$ cat src/rtl/chgdet_pkg.sv
package chgdet_pkg;

  typedef enum logic {
    STYLE_MOORE = 1'b0,
    STYLE_MEALY = 1'b1
  } detect_style_e;

  // Moore core: history of up to two bits, output decoded per state
  typedef enum logic [2:0] {
    MO_IDLE   = 3'd0,  // nothing seen since reset
    MO_ZERO   = 3'd1,  // last bit 0, no change flagged
    MO_ONE    = 3'd2,  // last bit 1, no change flagged
    MO_RISE   = 3'd3,  // last two bits 0 then 1
    MO_FALL   = 3'd4   // last two bits 1 then 0
  } moore_state_e;

  // Mealy core: only the last bit is remembered
  typedef enum logic [1:0] {
    ME_IDLE = 2'd0,
    ME_ZERO = 2'd1,
    ME_ONE  = 2'd2
  } mealy_state_e;

  function automatic logic moore_flag(moore_state_e s);
    return (s == MO_RISE) || (s == MO_FALL);
  endfunction

endpackage

$ cat src/rtl/chgdet_moore.sv
module chgdet_moore
  import chgdet_pkg::*;
(
  input  logic clk,
  input  logic rst,
  input  logic bit_in,
  output logic hit
);

  moore_state_e state_q, state_d;

  always_comb begin
    state_d = state_q;
    unique case (state_q)
      MO_IDLE: state_d = bit_in ? MO_ONE  : MO_ZERO;
      MO_ZERO: state_d = bit_in ? MO_RISE : MO_ZERO;
      MO_ONE:  state_d = bit_in ? MO_ONE  : MO_FALL;
      MO_RISE: state_d = bit_in ? MO_ONE  : MO_FALL;
      MO_FALL: state_d = bit_in ? MO_RISE : MO_ZERO;
      default: state_d = MO_IDLE;
    endcase
  end

  always_ff @(posedge clk) begin
    if (rst) state_q <= MO_IDLE;
    else     state_q <= state_d;
  end

  assign hit = moore_flag(state_q);

endmodule

$ cat src/rtl/chgdet_mealy.sv
module chgdet_mealy
  import chgdet_pkg::*;
(
  input  logic clk,
  input  logic rst,
  input  logic bit_in,
  output logic hit
);

  mealy_state_e state_q, state_d;

  always_comb begin
    state_d = state_q;
    hit     = 1'b0;
    unique case (state_q)
      ME_IDLE: state_d = bit_in ? ME_ONE : ME_ZERO;
      ME_ZERO: begin
        state_d = bit_in ? ME_ONE : ME_ZERO;
        hit     = bit_in;
      end
      ME_ONE: begin
        state_d = bit_in ? ME_ONE : ME_ZERO;
        hit     = ~bit_in;
      end
      default: state_d = ME_IDLE;
    endcase
  end

  always_ff @(posedge clk) begin
    if (rst) state_q <= ME_IDLE;
    else     state_q <= state_d;
  end

endmodule

$ cat src/rtl/change_detector.sv
module change_detector
  import chgdet_pkg::*;
#(
  parameter detect_style_e STYLE = STYLE_MOORE
) (
  input  logic clk,
  input  logic rst,
  input  logic bit_in,
  output logic change_out
);

  logic core_hit;

  generate
    if (STYLE == STYLE_MEALY) begin : g_mealy
      chgdet_mealy u_core (
        .clk    (clk),
        .rst    (rst),
        .bit_in (bit_in),
        .hit    (core_hit)
      );
    end else begin : g_moore
      chgdet_moore u_core (
        .clk    (clk),
        .rst    (rst),
        .bit_in (bit_in),
        .hit    (core_hit)
      );
    end
  endgenerate

  // output forced low for the whole reset window
  assign change_out = core_hit & ~rst;

endmodule

$ cat config.mk
export PLATFORM = sky130hd
export DESIGN_NAME = change_detector
export DESIGN_NICKNAME = d
export VERILOG_FILES = /design/src/rtl/chgdet_pkg.sv /design/src/rtl/chgdet_moore.sv /design/src/rtl/chgdet_mealy.sv /design/src/rtl/change_detector.sv
export SDC_FILE = /design/constraint.sdc
export NUM_CORES = 1
export LEC_CHECK = 0
export BUFFER_PORTS_ARGS = -buffer_cell sky130_fd_sc_hd__buf_2
export CAP_MARGIN = 20
export CELL_PAD_IN_SITES_DETAIL_PLACEMENT = 1
export CELL_PAD_IN_SITES_GLOBAL_PLACEMENT = 1
export CORE_AREA = 2 2 39 41
export CTS_BUF_LIST = sky130_fd_sc_hd__clkbuf_8 sky130_fd_sc_hd__clkbuf_16
export DETAILED_ROUTE_END_ITERATION = 12
export DIE_AREA = 0 0 41 43
export GPL_TIMING_DRIVEN = 0
export PLACE_DENSITY = 0.3
export SKIP_LAST_GASP = 1
export SYNTH_ARGS = -nofsm -noshare
export SYNTH_HDL_FRONTEND = slang
export SYNTH_SLANG_ARGS = --single-unit
$ cat constraint.sdc
create_clock -name clk -period 1.6 [get_ports clk]
set_clock_uncertainty 0.15 [all_clocks]
set_input_delay 0.32 -clock clk [delete_from_list [all_inputs] [get_ports clk]]
set_output_delay 0.32 -clock clk [all_outputs]
set_load 0.01 [all_outputs]
==> results.cfg <==
[status]
status = finished, violations left
violations = negative setup slack

[min_path]
worstHoldPathType = in -> reg

[power]
ir_drop_mv = 0.2868
p_leak_nw = 0.09563
finalPower_mw = 0.3131
power.density_mw_per_mm2 = 1360

[sta]
hold_viol = 0
drv_slew = 0
fmax_ghz = 0.6150
tns_ps = -25.97
worst_slew_pin_slew_ps = 333.2
fin_ws_ps = -25.97
period_needed_ps = 1626
rsz0062_at_grt = true
finalSetupViolCount = 1
period_share_pct = 101.6
slew_headroom_pct = 77.21

[logic_synthesis]
syn_inst = 11
synthesis.area_um2 = 120.1
synth.top_cell.area_share_pct = 50.00
synth.most_common_cell = dfxtp_1
synth_ff_type = dfxtp_1
syn_area_per_cell_um2 = 10.92
synthesis.nets = 14
netlist-cell-type-count = 9
synthTopCellsByArea = dfxtp_1 (50%), a2111oi_0 (7.3%), and3b_1 (7.3%)
async_flop_share_pct = 0
synth-seq-area-share_pct = 50.00
synth_edf_count = 0
yosysWarnings = 0
ys_ff_latch = 3
yosysTopAreaCell = dfxtp_1

[floorplan]
ioPinCount = 4
core_mm2 = 0.001384
row_count = 14
die_x_um = 41
start_util_pct = 8.680
fp.dieH_um = 43
dieArea_mm2 = 0.001763

[critical_path]
path_class = reg -> out
slowest_stage = or3b_1
endpoint_kind = output port
cp_slowest_stage_delay_ps = 380
start_kind = flip-flop
path_cells = or3b_1 > a21oi_2 > buf_2
crit_buf_inv = 1
path_max_fanout = 2
critPathRequiredTime_ps = 1130
arrival_ps = 1160
crit_family = simple AND/OR/NAND/NOR gates

[placed_design]
gp_congestion = 0.5596
dpl.hpwl_um = 176.9
io_buffers = 3

[global_route]
grt_max_degree = 6
grt_first_pass_wirelength_um = 538
grt_pass1_vias = 147
grt-ovfl-total = 0
grt_antenna_before_repair = 0
track_usage_pct = 4.915

[cts]
htree_levels = 1
cts_hold_buf = 0
cts-root-buf = clkbuf_8
clock_sinks = 3
cts_tree = yes
numCtsBuffers = 3
clkTransAtPathRegs_ps = 30
worstSkewPairLatency_ps = 210
clk_path_buf_depth = 2

[route]
wirelength_um = 343
firstDrtPassIters = 1
drtAntennaViolNets = 0
drtIter0Drc = 0
avgRoutedWirePerCell_um = 9.270
vias_per_cell = 3.324
via_count = 123
drc = 0

[final_layout]
top_register = g_moore.u_core.state_q
top_regs = g_moore.u_core.state_q: 3 flops
syn_to_final_growth_pct = 91.67
largest_register_ffs = 3
fin_nets = 25
drive_gt1_share_pct = 61.90
utilization_pct = 16.64
n_antenna_cell = 0

[run]
cap_violations = 0
-- stage by stage --
stage,hold slack [ps],worst slack (ps),instances,instance area [um2]
6_report,146.8,-25.97,37,230.2
5_1_grt,168.1,-79.47,37,230.2
4_1_cts,135.4,-41.02,37,226.5
3_5_place_dp,348.3,145.2,30,155.1
3_3_place_gp,350.2,138.7,30,155.1
2_1_floorplan,247.3,216.3,11,120.1
-- where the power goes --
part	switching, mW	leakage, nW	internal (mW)
sequential	0.00207	0.0258	0.0803
clock	0.0471	0.0269	0.163
combinational	0.00915	0.0429	0.0114
total	0.0583	0.0956	0.255
-- layout by cell type (no fill, tap or decap) --
cell / count
a21oi_2: 1
o21ai_0: 1
a2111oi_0: 1
dfxtp_2: 3
buf_4: 3
and3b_1: 1
inv_1: 1
nor4b_1: 1
nor3b_1: 1
buf_2: 3
nand3b_1: 1
or3b_1: 1
clkbuf_8: 3
-- cell families (layout without fill, tap and decap cells) --
family | after synthesis | after routing | share of synthesized area (%)
simple gates | 5 | 5 | 34.38
compound gates | 3 | 3 | 15.62
flops | 3 | 3 | 50.00
buf+inv | 0 | 10 | 0
-- path summary, 6_finish.rpt --
| check | from | endpoint | slack [ps] | depth (start not counted) |
|---|---|---|---|---|
| worst max register to register | g_moore.u_core.state_q[0] | g_moore.u_core.state_q[0] | 510 | 2 |
| worst max-delay path | g_moore.u_core.state_q[1] | change_out | -30 | 3 |
| worst min register to register | g_moore.u_core.state_q[2] | g_moore.u_core.state_q[2] | 370 | 2 |
| worst min-delay path | bit_in | g_moore.u_core.state_q[2] | 150 | 2 |
-- worst register-to-register path, stage by stage (launching register included) --
cell,delay [ps]
dfxtp_2,310
buf_4,130
a2111oi_0,370
-- routing by layer --
metal  part of all wire, %  GRT usage (%)  vias up
li1                      -              -       63
met1                    41          5.769       56
met2                    47          5.625        4
met3                    11          2.094        0
met4                     0          6.000        0
met5                     0              0        -
-- timing repair --
| action | 4_1_cts | 5_1_grt |
|---|---|---|
| setup endpoints to repair | 1 | 1 |
| pin swaps | 2 | 2 |
| gates cloned | 0 | 0 |
| hold endpoints to repair | 0 | 0 |
| setup buffers | 3 | 0 |
| gates resized for setup | 3 | 1 |
-- area by class of cell --
cell class / count / area, um2
well taps: 16 / 20.02
fillers: 166 / 1154
flip-flops and latches: 3 / 63.81
clock inverters: 1 / 3.754
multi-input cells: 8 / 63.81
clock buffers: 3 / 41.29
repair buffers: 6 / 37.54
Power figures use the tool's default switching activity.
